### config.mk
export PLATFORM = sky130hd
export DESIGN_NAME = irq_collector
export DESIGN_NICKNAME = d
export VERILOG_FILES = /design/src/rtl/irqc_pkg.sv /design/src/rtl/irqc_ctrl_regs.sv /design/src/rtl/irqc_arbiter.sv /design/src/rtl/irqc_fsm.sv /design/src/rtl/irq_collector.sv
export SDC_FILE = /design/constraint.sdc
export NUM_CORES = 1
export LEC_CHECK = 0
export ABC_AREA = 1
export CAP_MARGIN = 10
export CORE_ASPECT_RATIO = 0.6
export CORE_MARGIN = 2
export CORE_UTILIZATION = 63
export DETAILED_ROUTE_END_ITERATION = 10
export PLACE_DENSITY = 0.88
export SLEW_MARGIN = 0
export SYNTH_ARGS = -nofsm -noshare
export SYNTH_HDL_FRONTEND = slang
export SYNTH_HIERARCHICAL = 1
export SYNTH_SLANG_ARGS = --single-unit
### constraint.sdc
create_clock -name clk -period 24.8 [get_ports clk]
set_input_delay 2.48 -clock clk [delete_from_list [all_inputs] [get_ports clk]]
set_output_delay 2.48 -clock clk [all_outputs]
set_load 0.01 [all_outputs]
### src/rtl/irqc_pkg.sv
package irqc_pkg;
  typedef enum logic [1:0] {
    ST_BASE  = 2'd0,
    ST_PEND  = 2'd1,
    ST_INSVC = 2'd2
  } irqc_state_e;

  // control word field positions
  localparam int CTL_EN   = 0;
  localparam int CTL_FIQ  = 1;
  localparam int CTL_SOFT = 2;
  localparam int CTL_PRIO = 3;

  // fixed register addresses below the source region
  localparam int REG_STATUS = 0;
  localparam int REG_VECTOR = 1;
  localparam int REG_LVLACK = 2;
  localparam int REG_VBASE  = 3;
endpackage

### src/rtl/irqc_ctrl_regs.sv
module irqc_ctrl_regs
  import irqc_pkg::*;
#(
  parameter int NUM_SRC = 16,
  parameter int PRIO_W  = 2,
  parameter int ADDR_W  = 6,
  localparam int CTL_W  = 3 + PRIO_W,
  localparam int IDX_W  = ADDR_W - 1
) (
  input  logic                        clk,
  input  logic                        rst,
  input  logic                        wr_en_i,
  input  logic [ADDR_W-1:0]           addr_i,
  input  logic [CTL_W-1:0]            wdata_i,
  input  logic [NUM_SRC-1:0]          src_i,
  output logic [NUM_SRC*CTL_W-1:0]    ctl_flat_o,
  output logic [NUM_SRC*PRIO_W-1:0]   prio_flat_o,
  output logic [NUM_SRC-1:0]          elig_o,
  output logic                        fiq_o
);
  logic [NUM_SRC-1:0] fiq_req;
  logic [NUM_SRC-1:0] en_mask;
  logic               fiq_q;

  for (genvar g = 0; g < NUM_SRC; g++) begin : g_src
    logic [CTL_W-1:0] ctl_q;
    logic             req;

    always_ff @(posedge clk) begin
      if (rst) begin
        ctl_q <= '0;
      end else if (wr_en_i && addr_i[ADDR_W-1] && (addr_i[IDX_W-1:0] == IDX_W'(g))) begin
        ctl_q <= wdata_i;
      end
    end

    assign req        = (src_i[g] | ctl_q[CTL_SOFT]) & ctl_q[CTL_EN];
    assign elig_o[g]  = req & ~ctl_q[CTL_FIQ];
    assign fiq_req[g] = req &  ctl_q[CTL_FIQ];
    assign en_mask[g] = ctl_q[CTL_EN] & ctl_q[CTL_FIQ];
    assign ctl_flat_o[g*CTL_W +: CTL_W]    = ctl_q;
    assign prio_flat_o[g*PRIO_W +: PRIO_W] = ctl_q[CTL_PRIO +: PRIO_W];
  end

  always_ff @(posedge clk) begin
    if (rst) fiq_q <= 1'b0;
    else     fiq_q <= |fiq_req;
  end

  assign fiq_o = fiq_q;


  fiq_needs_enabled_steer_chk: assert property (@(posedge clk) disable iff (rst)
    fiq_q |-> $past(|en_mask));
endmodule

### src/rtl/irqc_arbiter.sv
module irqc_arbiter #(
  parameter int NUM_SRC = 16,
  parameter int PRIO_W  = 2,
  localparam int ID_W   = (NUM_SRC > 1) ? $clog2(NUM_SRC) : 1
) (
  input  logic [NUM_SRC-1:0]        elig_i,
  input  logic [NUM_SRC*PRIO_W-1:0] prio_flat_i,
  output logic                      any_o,
  output logic [ID_W-1:0]           win_id_o,
  output logic [PRIO_W-1:0]         win_prio_o
);
  // scan from the top index downward; ">=" hands ties to the lower number
  always_comb begin
    any_o      = 1'b0;
    win_id_o   = '0;
    win_prio_o = '0;
    for (int i = NUM_SRC - 1; i >= 0; i--) begin
      if (elig_i[i] && (!any_o || (prio_flat_i[i*PRIO_W +: PRIO_W] >= win_prio_o))) begin
        any_o      = 1'b1;
        win_id_o   = ID_W'(i);
        win_prio_o = prio_flat_i[i*PRIO_W +: PRIO_W];
      end
    end
  end
endmodule

### src/rtl/irqc_fsm.sv
module irqc_fsm
  import irqc_pkg::*;
#(
  parameter int NUM_SRC = 16,
  parameter int PRIO_W  = 2,
  localparam int ID_W   = (NUM_SRC > 1) ? $clog2(NUM_SRC) : 1
) (
  input  logic               clk,
  input  logic               rst,
  input  logic [NUM_SRC-1:0] elig_i,
  input  logic               any_i,
  input  logic [ID_W-1:0]    win_id_i,
  input  logic [PRIO_W-1:0]  win_prio_i,
  input  logic               vec_rd_i,
  input  logic               ack_wr_i,
  input  logic [PRIO_W-1:0]  ack_lvl_i,
  output logic [1:0]         state_o,
  output logic [ID_W-1:0]    hold_id_o,
  output logic [PRIO_W-1:0]  hold_prio_o,
  output logic               irq_o
);
  irqc_state_e       state_q, state_n;
  logic [ID_W-1:0]   hold_id_q;
  logic [PRIO_W-1:0] hold_prio_q;
  logic              irq_q;

  always_comb begin
    state_n = state_q;
    unique case (state_q)
      ST_BASE:  if (any_i) state_n = ST_PEND;
      ST_PEND:  if (vec_rd_i) state_n = ST_INSVC;
      ST_INSVC: if (ack_wr_i && (ack_lvl_i == hold_prio_q)) state_n = ST_BASE;
      default:  state_n = ST_BASE;
    endcase
  end

  always_ff @(posedge clk) begin
    if (rst) begin
      state_q     <= ST_BASE;
      irq_q       <= 1'b0;
      hold_id_q   <= '0;
      hold_prio_q <= '0;
    end else begin
      state_q <= state_n;
      irq_q   <= (state_n == ST_PEND);
      if (state_q == ST_BASE && any_i) begin
        hold_id_q   <= win_id_i;
        hold_prio_q <= win_prio_i;
      end
    end
  end

  assign state_o     = state_q;
  assign hold_id_o   = hold_id_q;
  assign hold_prio_o = hold_prio_q;
  assign irq_o       = irq_q;


  capture_only_eligible_chk: assert property (@(posedge clk) disable iff (rst)
    $rose(irq_q) |-> $past(elig_i[win_id_i]));


  hold_frozen_outside_base_chk: assert property (@(posedge clk) disable iff (rst)
    (state_q != ST_BASE) |=> $stable(hold_id_q) && $stable(hold_prio_q));


  vector_read_drops_irq_chk: assert property (@(posedge clk) disable iff (rst)
    (state_q == ST_PEND && vec_rd_i) |=> !irq_q && (state_q == ST_INSVC));


  mismatched_ack_ignored_chk: assert property (@(posedge clk) disable iff (rst)
    (state_q == ST_INSVC && !(ack_wr_i && ack_lvl_i == hold_prio_q)) |=> (state_q == ST_INSVC));


  matched_ack_to_base_chk: assert property (@(posedge clk) disable iff (rst)
    (state_q == ST_INSVC && ack_wr_i && ack_lvl_i == hold_prio_q) |=> (state_q == ST_BASE) && !irq_q);
endmodule

### src/rtl/irq_collector.sv
module irq_collector
  import irqc_pkg::*;
#(
  parameter int          NUM_SRC   = 16,
  parameter int          PRIO_W    = 2,
  parameter int          ADDR_W    = 6,
  parameter int          DATA_W    = 32,
  parameter logic [31:0] VBASE_RST = 32'h0000_0000
) (
  input  logic               clk,
  input  logic               rst,
  input  logic [NUM_SRC-1:0] irq_src_i,
  input  logic               wr_en_i,
  input  logic               rd_en_i,
  input  logic [ADDR_W-1:0]  addr_i,
  input  logic [DATA_W-1:0]  wdata_i,
  output logic [DATA_W-1:0]  rdata_o,
  output logic               irq_o,
  output logic               fiq_o
);
  localparam int ID_W  = (NUM_SRC > 1) ? $clog2(NUM_SRC) : 1;
  localparam int CTL_W = 3 + PRIO_W;
  localparam int IDX_W = ADDR_W - 1;

  logic [NUM_SRC*CTL_W-1:0]  ctl_flat;
  logic [NUM_SRC*PRIO_W-1:0] prio_flat;
  logic [NUM_SRC-1:0]        elig;
  logic                      any;
  logic [ID_W-1:0]           win_id, hold_id;
  logic [PRIO_W-1:0]         win_prio, hold_prio;
  logic [1:0]                state;
  logic                      vec_rd, ack_wr, vbase_wr;
  logic [DATA_W-1:0]         vbase_q, vector, rd_val, rdata_q;

  assign vec_rd   = rd_en_i && (addr_i == ADDR_W'(REG_VECTOR));
  assign ack_wr   = wr_en_i && (addr_i == ADDR_W'(REG_LVLACK));
  assign vbase_wr = wr_en_i && (addr_i == ADDR_W'(REG_VBASE));

  irqc_ctrl_regs #(.NUM_SRC(NUM_SRC), .PRIO_W(PRIO_W), .ADDR_W(ADDR_W)) u_regs (
    .clk         (clk),
    .rst         (rst),
    .wr_en_i     (wr_en_i),
    .addr_i      (addr_i),
    .wdata_i     (wdata_i[CTL_W-1:0]),
    .src_i       (irq_src_i),
    .ctl_flat_o  (ctl_flat),
    .prio_flat_o (prio_flat),
    .elig_o      (elig),
    .fiq_o       (fiq_o)
  );

  irqc_arbiter #(.NUM_SRC(NUM_SRC), .PRIO_W(PRIO_W)) u_arb (
    .elig_i      (elig),
    .prio_flat_i (prio_flat),
    .any_o       (any),
    .win_id_o    (win_id),
    .win_prio_o  (win_prio)
  );

  irqc_fsm #(.NUM_SRC(NUM_SRC), .PRIO_W(PRIO_W)) u_fsm (
    .clk         (clk),
    .rst         (rst),
    .elig_i      (elig),
    .any_i       (any),
    .win_id_i    (win_id),
    .win_prio_i  (win_prio),
    .vec_rd_i    (vec_rd),
    .ack_wr_i    (ack_wr),
    .ack_lvl_i   (wdata_i[PRIO_W-1:0]),
    .state_o     (state),
    .hold_id_o   (hold_id),
    .hold_prio_o (hold_prio),
    .irq_o       (irq_o)
  );

  always_ff @(posedge clk) begin
    if (rst)           vbase_q <= DATA_W'(VBASE_RST);
    else if (vbase_wr) vbase_q <= wdata_i;
  end

  assign vector = vbase_q + (DATA_W'(hold_id) << 2);

  always_comb begin
    rd_val = '0;
    if (addr_i[ADDR_W-1]) begin
      for (int i = 0; i < NUM_SRC; i++) begin
        if (addr_i[IDX_W-1:0] == IDX_W'(i)) rd_val = DATA_W'(ctl_flat[i*CTL_W +: CTL_W]);
      end
    end else begin
      unique case (addr_i)
        ADDR_W'(REG_STATUS): rd_val = DATA_W'(state) | (DATA_W'(hold_prio) << 4) | (DATA_W'(hold_id) << 8);
        ADDR_W'(REG_VECTOR): rd_val = vector;
        ADDR_W'(REG_VBASE):  rd_val = vbase_q;
        default:             rd_val = '0;
      endcase
    end
  end

  always_ff @(posedge clk) begin
    if (rst)          rdata_q <= '0;
    else if (rd_en_i) rdata_q <= rd_val;
  end

  assign rdata_o = rdata_q;


  quiet_after_reset_chk: assert property (@(posedge clk) disable iff (rst)
    $fell(rst) |-> !irq_o && !fiq_o && (state == 2'd0));


  stray_vector_read_chk: assert property (@(posedge clk) disable iff (rst)
    (vec_rd && state == 2'd0 && !any) |=> !irq_o && (state == 2'd0));
endmodule

# Word-level counts from Yosys, hierarchy flattened
# Index checks and enable logic that the tools add are counted.
[totals] regBits=154
[op_classes] addsub=1 order_cmp=15 eq_ne=22 n_mux=70 bitwise=82 n_reduce_logical=71
[op_table] cell="32-bit two-way mux" n=16
[op_table] cell="32-bit one-hot mux with 3 select lines" n=1
[op_table] cell="4-bit two-way mux" n=16
[op_table] cell="1-bit bitwise AND" n=48
[op_table] cell="5-bit by 4-bit equality test with 1-bit output, second input constant" n=8
[op_table] cell="2-bit two-way mux" n=19
[op_table] cell="1-bit logical AND" n=37
[op_table] cell="32-bit by 6-bit adder with 32-bit output" n=1
[op_table] cell="2-bit greater-or-equal comparator" n=15
[op_table] cell="5-bit by 3-bit equality test with 1-bit output, second input constant" n=4
[op_table] cell="1-bit two-way mux" n=16
[op_table] cell="1-bit inverter" n=16
[op_table] cell="1-bit OR" n=16
[op_table] cell="16-bit OR reduction" n=1
[op_table] cell="1-bit logical NOT" n=15
[op_table] cell="1-bit logical OR" n=15
[op_table] cell="6-bit by 2-bit equality test with 1-bit output, second input constant" n=2
[op_table] cell="6-bit by 12-bit OR with 12-bit output" n=1
[op_table] cell="5-bit by 2-bit equality test with 1-bit output, second input constant" n=2
[op_table] cell="6-bit by 1-bit equality test with 1-bit output, second input constant" n=1
[op_table] cell="6-bit logical NOT" n=1
[op_table] cell="2-bit by 6-bit OR with 6-bit output" n=1
[op_table] cell="2-bit one-hot mux with 3 select lines" n=1
[op_table] cell="5-bit by 1-bit equality test with 1-bit output, second input constant" n=1
[op_table] cell="6 further kinds" n=7

# Longest topological paths before layout
# Gate-level depths: netlist of run 1.
[logic_depth] depth_word=67 ltp_mapped=128 ltp_nobuf=128

# Cells and area by module
# Netlist of run 1, hierarchy kept.
[by_module_without_submodules] module="irq_collector" n_inst=1 cells_per_inst=678 area_per_inst_um2=4337.9
[by_module_without_submodules] module="irqc_ctrl_regs" n_inst=1 cells_per_inst=518 area_per_inst_um2=3908.7
[by_module_without_submodules] module="irqc_arbiter" n_inst=1 cells_per_inst=268 area_per_inst_um2=1549.0
[by_module_without_submodules] module="irqc_fsm" n_inst=1 cells_per_inst=49 area_per_inst_um2=406.6

# Worst setup path before layout of run 1
# No wires, ideal clock.
[synth_timing] kind="input -> register" startpoint="input irq_src_i[15]" endpoint="register u_fsm.hold_id_q[1], in the netlist u_fsm/hold_id_o[1]" arrival_time_ns=15.751 required_time_ns=24.731 slack_ns=8.980 path_stages=111 n_path_buf=0 cell_sequence="inv_1 -> nand2_1 -> nand2_1 -> nor2_1 -> nand2_1 -> inv_1 -> ha_1 -> inv_1 -> nand2_1 -> nand2_1 -> nand2_1 -> nand2_1 -> nand2_1 -> and2_1 -> ha_1 -> o21ai_0 -> nand2_1 -> nand2_2 -> [... 75 more ...] -> nand2_1 -> inv_1 -> nand2_1 -> nand2_1 -> ha_1 -> o21ai_0 -> nand3b_1 -> nand2_1 -> nand3_1 -> and2_1 -> ha_1 -> o21ai_0 -> or3b_2 -> nand2_1 -> inv_1 -> a311oi_1 -> nand2_1 -> a21oi_2"
[synth_between] word_cells_on_any_way=111 classes_between="15 x order compare; 47 x mux; 3 x bitwise; 46 x reduce/logical"
[synth_rtl] element="start: declaration" line_no="irq_collector.sv:12" source="input logic [NUM_SRC-1:0] irq_src_i,"
[synth_rtl] element="1-bit OR *" line_no="irqc_ctrl_regs.sv:37" source="assign req = (src_i[g] | ctl_q[CTL_SOFT]) & ctl_q[CTL_EN];"
[synth_rtl] element="1-bit bitwise AND *" line_no="irqc_ctrl_regs.sv:37"
[synth_rtl] element="1-bit bitwise AND *" line_no="irqc_ctrl_regs.sv:38" source="assign elig_o[g] = req & ~ctl_q[CTL_FIQ];"
[synth_rtl] element="via elig[15]" line_no="irq_collector.sv:27" source="logic [NUM_SRC-1:0] elig;"
[synth_rtl] element="2-bit two-way mux or 1-bit two-way mux (tied branches)" line_no="irqc_arbiter.sv:18" source="if (elig_i[i] && (!any_o || (prio_flat_i[i*PRIO_W +: PRIO_W] >= win_prio_o))) begin"
[synth_rtl] element="2-bit greater-or-equal comparator or 1-bit logical NOT (tied branches)" line_no="irqc_arbiter.sv:18"
[synth_rtl] element="1-bit logical OR" line_no="irqc_arbiter.sv:18"
[synth_rtl] element="1-bit logical AND" line_no="irqc_arbiter.sv:18"
[synth_rtl] element="[... 50 more ...]"
[synth_rtl] element="1-bit logical OR" line_no="irqc_arbiter.sv:18"
[synth_rtl] element="1-bit logical AND" line_no="irqc_arbiter.sv:18"
[synth_rtl] element="2-bit two-way mux or 1-bit two-way mux (tied branches)" line_no="irqc_arbiter.sv:18"
[synth_rtl] element="2-bit greater-or-equal comparator or 1-bit logical NOT (tied branches)" line_no="irqc_arbiter.sv:18"
[synth_rtl] element="1-bit logical OR" line_no="irqc_arbiter.sv:18"
[synth_rtl] element="1-bit logical AND" line_no="irqc_arbiter.sv:18"
[synth_rtl] element="4-bit two-way mux *" line_no="irqc_arbiter.sv:18"
[synth_rtl] element="via win_id[1]" line_no="irq_collector.sv:29" source="logic [ID_W-1:0] win_id, hold_id;"
[synth_rtl] element="end signal: assignment" line_no="irqc_fsm.sv:47" source="hold_id_q <= win_id_i;"
[synth_rtl] element="end: declaration" line_no="irqc_fsm.sv:23" source="logic [ID_W-1:0] hold_id_q;"
# Mark *: on every way through the listed nets, which the timed path passes. The rest lies on a longest branch.
# A chain may end at the register's enable or synchronous reset.

# Worst setup path after layout of run 1
# Same ends and word-level chain as after synthesis.

==> results of run 1 <==
==> metrics by stage <==
stage / worst slack, ns / area [µm²] / instances
after floorplan: 8.98 / 10200 / 1513
after global routing: 5.11 / 11400 / 1751
after global placement: 7.57 / 10800 / 1719
final: 6.31 / 11400 / 1752
after detailed placement: 6.54 / 10800 / 1719
after CTS: 6.72 / 11400 / 1751
==> cells in the mapped netlist (3+ instances only) <==
library cell / count / area share [%]
nand3_2: 11 / 1.1
ha_1: 27 / 3.3
a22oi_1: 8 / 0.59
nand2_4: 22 / 2.4
nand2_1: 368 / 14
o211ai_1: 9 / 0.66
nand3_1: 143 / 7.0
and2_1: 5 / 0.31
o21ai_1: 6 / 0.29
a21oi_2: 6 / 0.52
nor2_1: 128 / 4.7
a22o_1: 3 / 0.26
nand3b_1: 5 / 0.37
inv_2: 7 / 0.26
nor3_1: 12 / 0.59
nor2_4: 6 / 0.66
buf_2: 14 / 0.69
a21oi_1: 124 / 6.1
buf_4: 43 / 3.2
a211oi_1: 24 / 1.8
or2_2: 8 / 0.49
nor4_1: 6 / 0.37
o22ai_1: 7 / 0.43
dfxtp_1: 154 / 30
nand4_1: 28 / 1.7
clkbuf_1: 25 / 0.92
a211oi_2: 17 / 2.1
nand2_2: 29 / 1.8
nor2_2: 10 / 0.61
o21ai_0: 47 / 2.3
buf_6: 8 / 0.88
inv_1: 168 / 6.2
==> power groups by stage <==
stage          combinational (W)  sequential, W  clock, W
6_report               0.0000408       0.000250  0.000253
5_1_grt                0.0000428       0.000250  0.000264
4_1_cts                0.0000392       0.000250  0.000253
3_5_place_dp           0.0000387       0.000255         0
3_3_place_gp           0.0000382       0.000255         0
2_1_floorplan          0.0000223       0.000255         0
==> cells by family (layout without fill, tap and decap cells) <==
group,after synthesis,count (layout)
buffers and inverters,273,308
other,0,1
XOR/XNOR,2,2
AO/OA/AOI/OAI,260,260
AND/OR/NAND/NOR,796,796
flip-flops,154,154
adder cells (fa/ha/maj),28,28
==> sequential cells by signal (all words and copies together) (netlist names) <==
signal              flops
rdata_o                32
u_fsm/hold_id_o         4
u_fsm/hold_prio_o       2
u_fsm/irq_o             1
u_fsm/state_o           2
u_regs/fiq_o            1
u_regs/g_src.ctl_q     80
vbase_q                32
==> layout make-up <==
class,instances,area share (%)
inverter,179,5.94
sequential,154,27.1
antenna,1,0.0220
clock buffer,18,3.77
clock inverter,14,1.15
multi-input combinational,1086,51.4
tap,203,2.23
timing repair buffer,97,8.38
==> worst register-to-register path: cells and delay by family, from the launching register on <==
| kind | cells | cell delay (ns) |
|---|---|---|
| DFF | 1 | 0.36 |
| and+or+nand+nor | 58 | 6.48 |
| buffers and inverters | 12 | 0.97 |
| AOI/OAI and AO/OA | 27 | 4.31 |
| adders and majority gates | 15 | 4.19 |
==> worst min path at each step <==
| stage | startpoint | to | slack, ns | cells past startpoint |
|---|---|---|---|---|
| after detailed placement | rdata_o[23] | rdata_o[23] | 0.45 | 2 |
| final | rdata_o[23] | rdata_o[23] | 0.46 | 2 |
| after CTS | rdata_o[23] | rdata_o[23] | 0.47 | 2 |
| after global routing | rdata_o[11] | rdata_o[11] | 0.48 | 2 |
| after global placement | rdata_o[26] | rdata_o[26] | 0.45 | 2 |
| after floorplan | vbase_q[1] | vbase_q[1] | 0.45 | 2 |
==> metal layers <==
layer / routed length, µm / global-route usage [%] / vias up
met5: 0 / 0 / -
met4: 638 / 9.08 / 0
met3: 5320 / 13.6 / 69
met2: 12200 / 50.6 / 786
met1: 14100 / 55.3 / 4897
li1: - / - / 4989
==> flow_summary.json, run 1 <==
{
  "cts.sinks": 154,
  "run_status": "finished, final reports clean",
  "slew_headroom_pct": 16.5,
  "reg2reg_slack_ns": 8.41,
  "timing.rr.end": "u_fsm/hold_id_o[1]",
  "rr_startpoint": "u_regs/g_src[15].ctl_q[2]",
  "hp-class": "flop to flop",
  "crit_slowest_cell": "clkdlybuf4s50_1",
  "critPathArrivalTime_ns": 18.84,
  "yosys_warnings": 6,
  "grt_pass1_vias": 9314,
  "power_frac_comb_pct": 7.5,
  "p_seq_share_pct": 46.0,
  "path_depth": 113,
  "grt_overflow_total": 0,
  "clkSlewWorstSetupHoldPaths_ns": 0.07,
  "synth_adder_area_share_pct": 3.51,
  "fin_nets": 1621,
  "track_usage_pct": 37.2,
  "synthFlopType": "dfxtp_1",
  "timing.fmax_ghz": 0.0541,
  "slew_viol_final": 0,
  "die_area_um2": 17300,
  "p_leak_nw": 4.52,
  "intPower_w": 0.000394,
  "synthArstFlopShare_pct": 0,
  "max-clock-path-buffers": 2,
  "worst-path-buf-inv": 13,
  "die_w_um": 168,
  "ys_types": 60,
  "tightest_slew_ns": 1.25,
  "endpoint": "u_fsm/hold_id_o[1]",
  "p_sw_w": 0.000150,
  "layout.cells.most_common_list": "nand2_1, inv_1, dfxtp_1",
  "fin_crit_ns": 18.49,
  "worst_setup_path_start_kind": "primary input",
  "cp_top_family": "simple AND/OR/NAND/NOR gates",
  "fillCellCount": 1250,
  "vdd_drop_max_v": 0.0000450,
  "power_w": 0.000544,
  "synthXorXnorAreaFrac_pct": 0.172,
  "drt_iter0_markers": 1978,
  "die_h_um": 103,
  "pin_count": 92,
  "layout-drive-gt1-share_pct": 11.4,
  "crit_top_cell": "nand2_1",
  "power_per_cell_area_nw_per_um2": 47.8,
  "p_sw_share_pct": 27.5,
  "cts_tree": "built",
  "netlist_area_um2": 10200,
  "cts_made_buffers": 17,
  "yosys.area_share.simple_pct": 37.6,
  "synth-compound-area-share_pct": 15.9,
  "cp_slowest_stage_delay_ns": 0.45,
  "syn_inst": 1513,
  "cts_resized": 0,
  "seq_area_frac_synth_pct": 30.2,
  "synth.avg_cell_area_um2": 6.74,
  "synth_mux_area_share_pct": 0,
  "vias": 10741,
  "ys_ff_latch": 154,
  "core_area_um2": 15600,
  "wire_per_inst_um": 18.4,
  "post_cts_buffers": 0,
  "antenna_found_initial": 0,
  "syn-num-nets": 1599,
  "endpoint_kind": "flop",
  "mostFrequentLayoutCell": "nand2_1",
  "postCtsHoldBufs": 0,
  "drv_cap": 0,
  "pwr-share-clk_pct": 46.6,
  "grt_pass1_wl_mm": 49.9,
  "drt_pass1_iterations": 7,
  "drc": 0,
  "timing.final.crit_share_pct": 74.6,
  "clock_latency_ns": 0.43,
  "holdWs_ns": 0.463,
  "start_util_pct": 65.4,
  "skew_ns": 0.0116,
  "seqCellArea_um2": 3080,
  "path_max_fanout": 7,
  "r2r_cells": 112,
  "rsz0062_at_grt": "false",
  "critPathKind": "primary input to flop",
  "finalSetupTns_ns": 0,
  "cts-root-buf": "clkbuf_16",
  "area_growth_syn_to_layout_pct": 11.5,
  "multiInputGateArea_um2": 5850,
  "setup_viol": 0,
  "final_core_util_pct": 73.0,
  "grt_max_degree": 93,
  "port_buffers": 91,
  "h-tree-depth": 4,
  "hold_viol_final": 0,
  "dpl.hpwl_mm": 22.9,
  "row_count": 35,
  "antenna_left": 0,
  "synth_edf_count": 0,
  "routed_via_density": 6.13,
  "synth_top_family_by_area": "simple AND/OR/NAND/NOR gates",
  "place.gp.congestion": 1.01,
  "routed_wl_mm": 32.3,
  "cp.required_ns": 25.15,
  "startpoint": "irq_src_i[15]"
}
No activity file was read; power rests on OpenSTA's default activity.
==> inputs of run 2 (changes only) <==
Settings changed: CORE_UTILIZATION 63 to 53, PLACE_DENSITY 0.88 to 0.79.
Clock period 24.8 ns to 15.2 ns, I/O delays scaled along.
==> run 2 against run 1 <==
Effect of this change: sequential cell count unchanged; total power up 68%; sequential share of layout area down 2.6 points; clock-buffer cell count is 2 higher; global-route usage down 5.4 points; critical path type unchanged.
==> flow_summary.json, run 2 (synthesized netlist as in run 1, its figures left out) <==
{
  "stdcell_area_um2": 12600,
  "core_area_um2": 18900,
  "crit_top_cell": "nand2_2",
  "run_status": "finished, final reports clean",
  "dpl.hpwl_mm": 23.7,
  "max-clock-path-buffers": 2,
  "pin_count": 92,
  "grt_max_degree": 89,
  "cts_tree": "built",
  "drt_pass1_iterations": 8,
  "endpoint_kind": "flop",
  "grt_overflow_total": 0,
  "fin_nets": 1697,
  "cts_made_buffers": 17,
  "slew_headroom_pct": 19.8,
  "finalSetupTns_ns": 0,
  "cts.sinks": 154,
  "grt_pass1_vias": 9496,
  "cts-root-buf": "clkbuf_16",
  "die_w_um": 183,
  "wire_per_inst_um": 18.4,
  "antenna_left": 0,
  "diodes": 0,
  "drv_cap": 0,
  "routed_via_density": 5.83,
  "grt_pass1_wl_mm": 50.9,
  "cp.required_ns": 15.56,
  "p_leak_nw": 5.05,
  "path_max_fanout": 5,
  "hold_viol_final": 0,
  "routed_wl_mm": 34.5,
  "timing.fmax_ghz": 0.0676,
  "slew_viol_final": 0,
  "port_buffers": 91,
  "h-tree-depth": 4,
  "vias": 10903,
  "area_growth_syn_to_layout_pct": 23.2,
  "mostFrequentLayoutCell": "nand2_1",
  "power_per_cell_area_nw_per_um2": 72.8,
  "largest_reg_flops": 80,
  "crit_slowest_cell": "clkdlybuf4s50_1",
  "row_count": 39,
  "place_area_um2": 11300,
  "pre_cts_ws_ns": -1.44,
  "tightest_slew_ns": 1.20,
  "vdd_drop_max_v": 0.0000747,
  "worst_setup_path_start_kind": "primary input",
  "clock_latency_ns": 0.44,
  "layout.cells.most_common_list": "nand2_1, inv_1, dfxtp_1",
  "track_usage_pct": 31.8,
  "timing.final.crit_share_pct": 97.3,
  "skew_ns": 0.0114,
  "setup_slack_ns": 0.409,
  "fin_crit_ns": 14.79,
  "hp-class": "flop to flop",
  "place.gp.congestion": 0.945,
  "setup_viol": 0,
  "critPathKind": "primary input to flop",
  "power_w": 0.000916,
  "drt_iter0_markers": 1546,
  "die_area_um2": 20400,
  "die_h_um": 111,
  "clkSlewWorstSetupHoldPaths_ns": 0.07,
  "postCtsHoldBufs": 0,
  "layout-drive-gt1-share_pct": 21.0,
  "critPathArrivalTime_ns": 15.15,
  "drc": 0,
  "cp_slowest_stage_delay_ns": 0.45,
  "start_util_pct": 53.9,
  "regMostFlops": "u_regs/g_src.ctl_q",
  "antenna_found_initial": 0
}
[run 2: changes by cell type in the layout (fill, tap and decap cells not counted), moves of 13 or more]
cell,before,now
buf_4,7,81
ha_4,0,13
nand2_4,22,37
nand2_2,30,44
o21ai_0,47,27
nand2_1,367,338
ha_1,27,14
[run 2: worst paths after layout]
kind / startpoint / to / slack (ns) / cells past startpoint
worst max register to register: u_regs/g_src[15].ctl_q[2] / u_fsm/hold_id_o[3] / 1.42 / 114
worst min register to register: rdata_o[23] / rdata_o[23] / 0.47 / 2
worst max-delay path: irq_src_i[14] / u_fsm/hold_id_o[3] / 0.41 / 108
worst min-delay path: rdata_o[23] / rdata_o[23] / 0.47 / 2
[run 2: final cells by class]
class                      count  area, µm²
multi-input combinational   1086       6370
inverter                     179        676
timing repair buffer         173       1530
sequential                   154       3080
clock inverter                12        129
clock buffer                  20        467
tap                          246        308
fill                        1576       6360
[run 2: metrics by stage]
stage          utilization [%]  instances  hold WS [ns]
3_5_place_dp              59.5       1814         0.456
2_1_floorplan                -       1513         0.445
3_3_place_gp              59.5       1814         0.453
5_1_grt                   66.4       1870         0.480
6_report                  66.4       1870         0.467
4_1_cts                   63.2       1852         0.466
[run 2: routing by layer]
layer  track usage, %  up-vias  wire length, µm
met5                0        -                0
met4             6.61        0              573
met3             11.8       67             4940
met2             41.1      696            13600
met1             49.1     5008            15400
li1                 -     5132                -
[run 2: worst max-delay path, delay by kind of cell]
kind	cells	cell delay, ns
adder cells (fa/ha/maj)	14	3.42
AND/OR/NAND/NOR	60	6.68
AO/OA/AOI/OAI	22	2.19
buffers and inverters	12	1.30
[run 2: repair_timing]
item                                   in CTS  in global routing
endpoints found under the hold margin       0                  0
setup endpoints to repair                   6                  6
pin swaps                                  12                 77
setup buffers                               6                 18
gates resized for setup                    36                102
[run 2: power breakdown]
| group | switching, W | leakage, nW | total (W) | internal, W |
|---|---|---|---|---|
| clock network | 0.000195 | 0.288 | 0.000439 | 0.000244 |
| registers | 0.00000238 | 1.24 | 0.000408 | 0.000406 |
| logic | 0.0000455 | 3.52 | 0.0000687 | 0.0000232 |
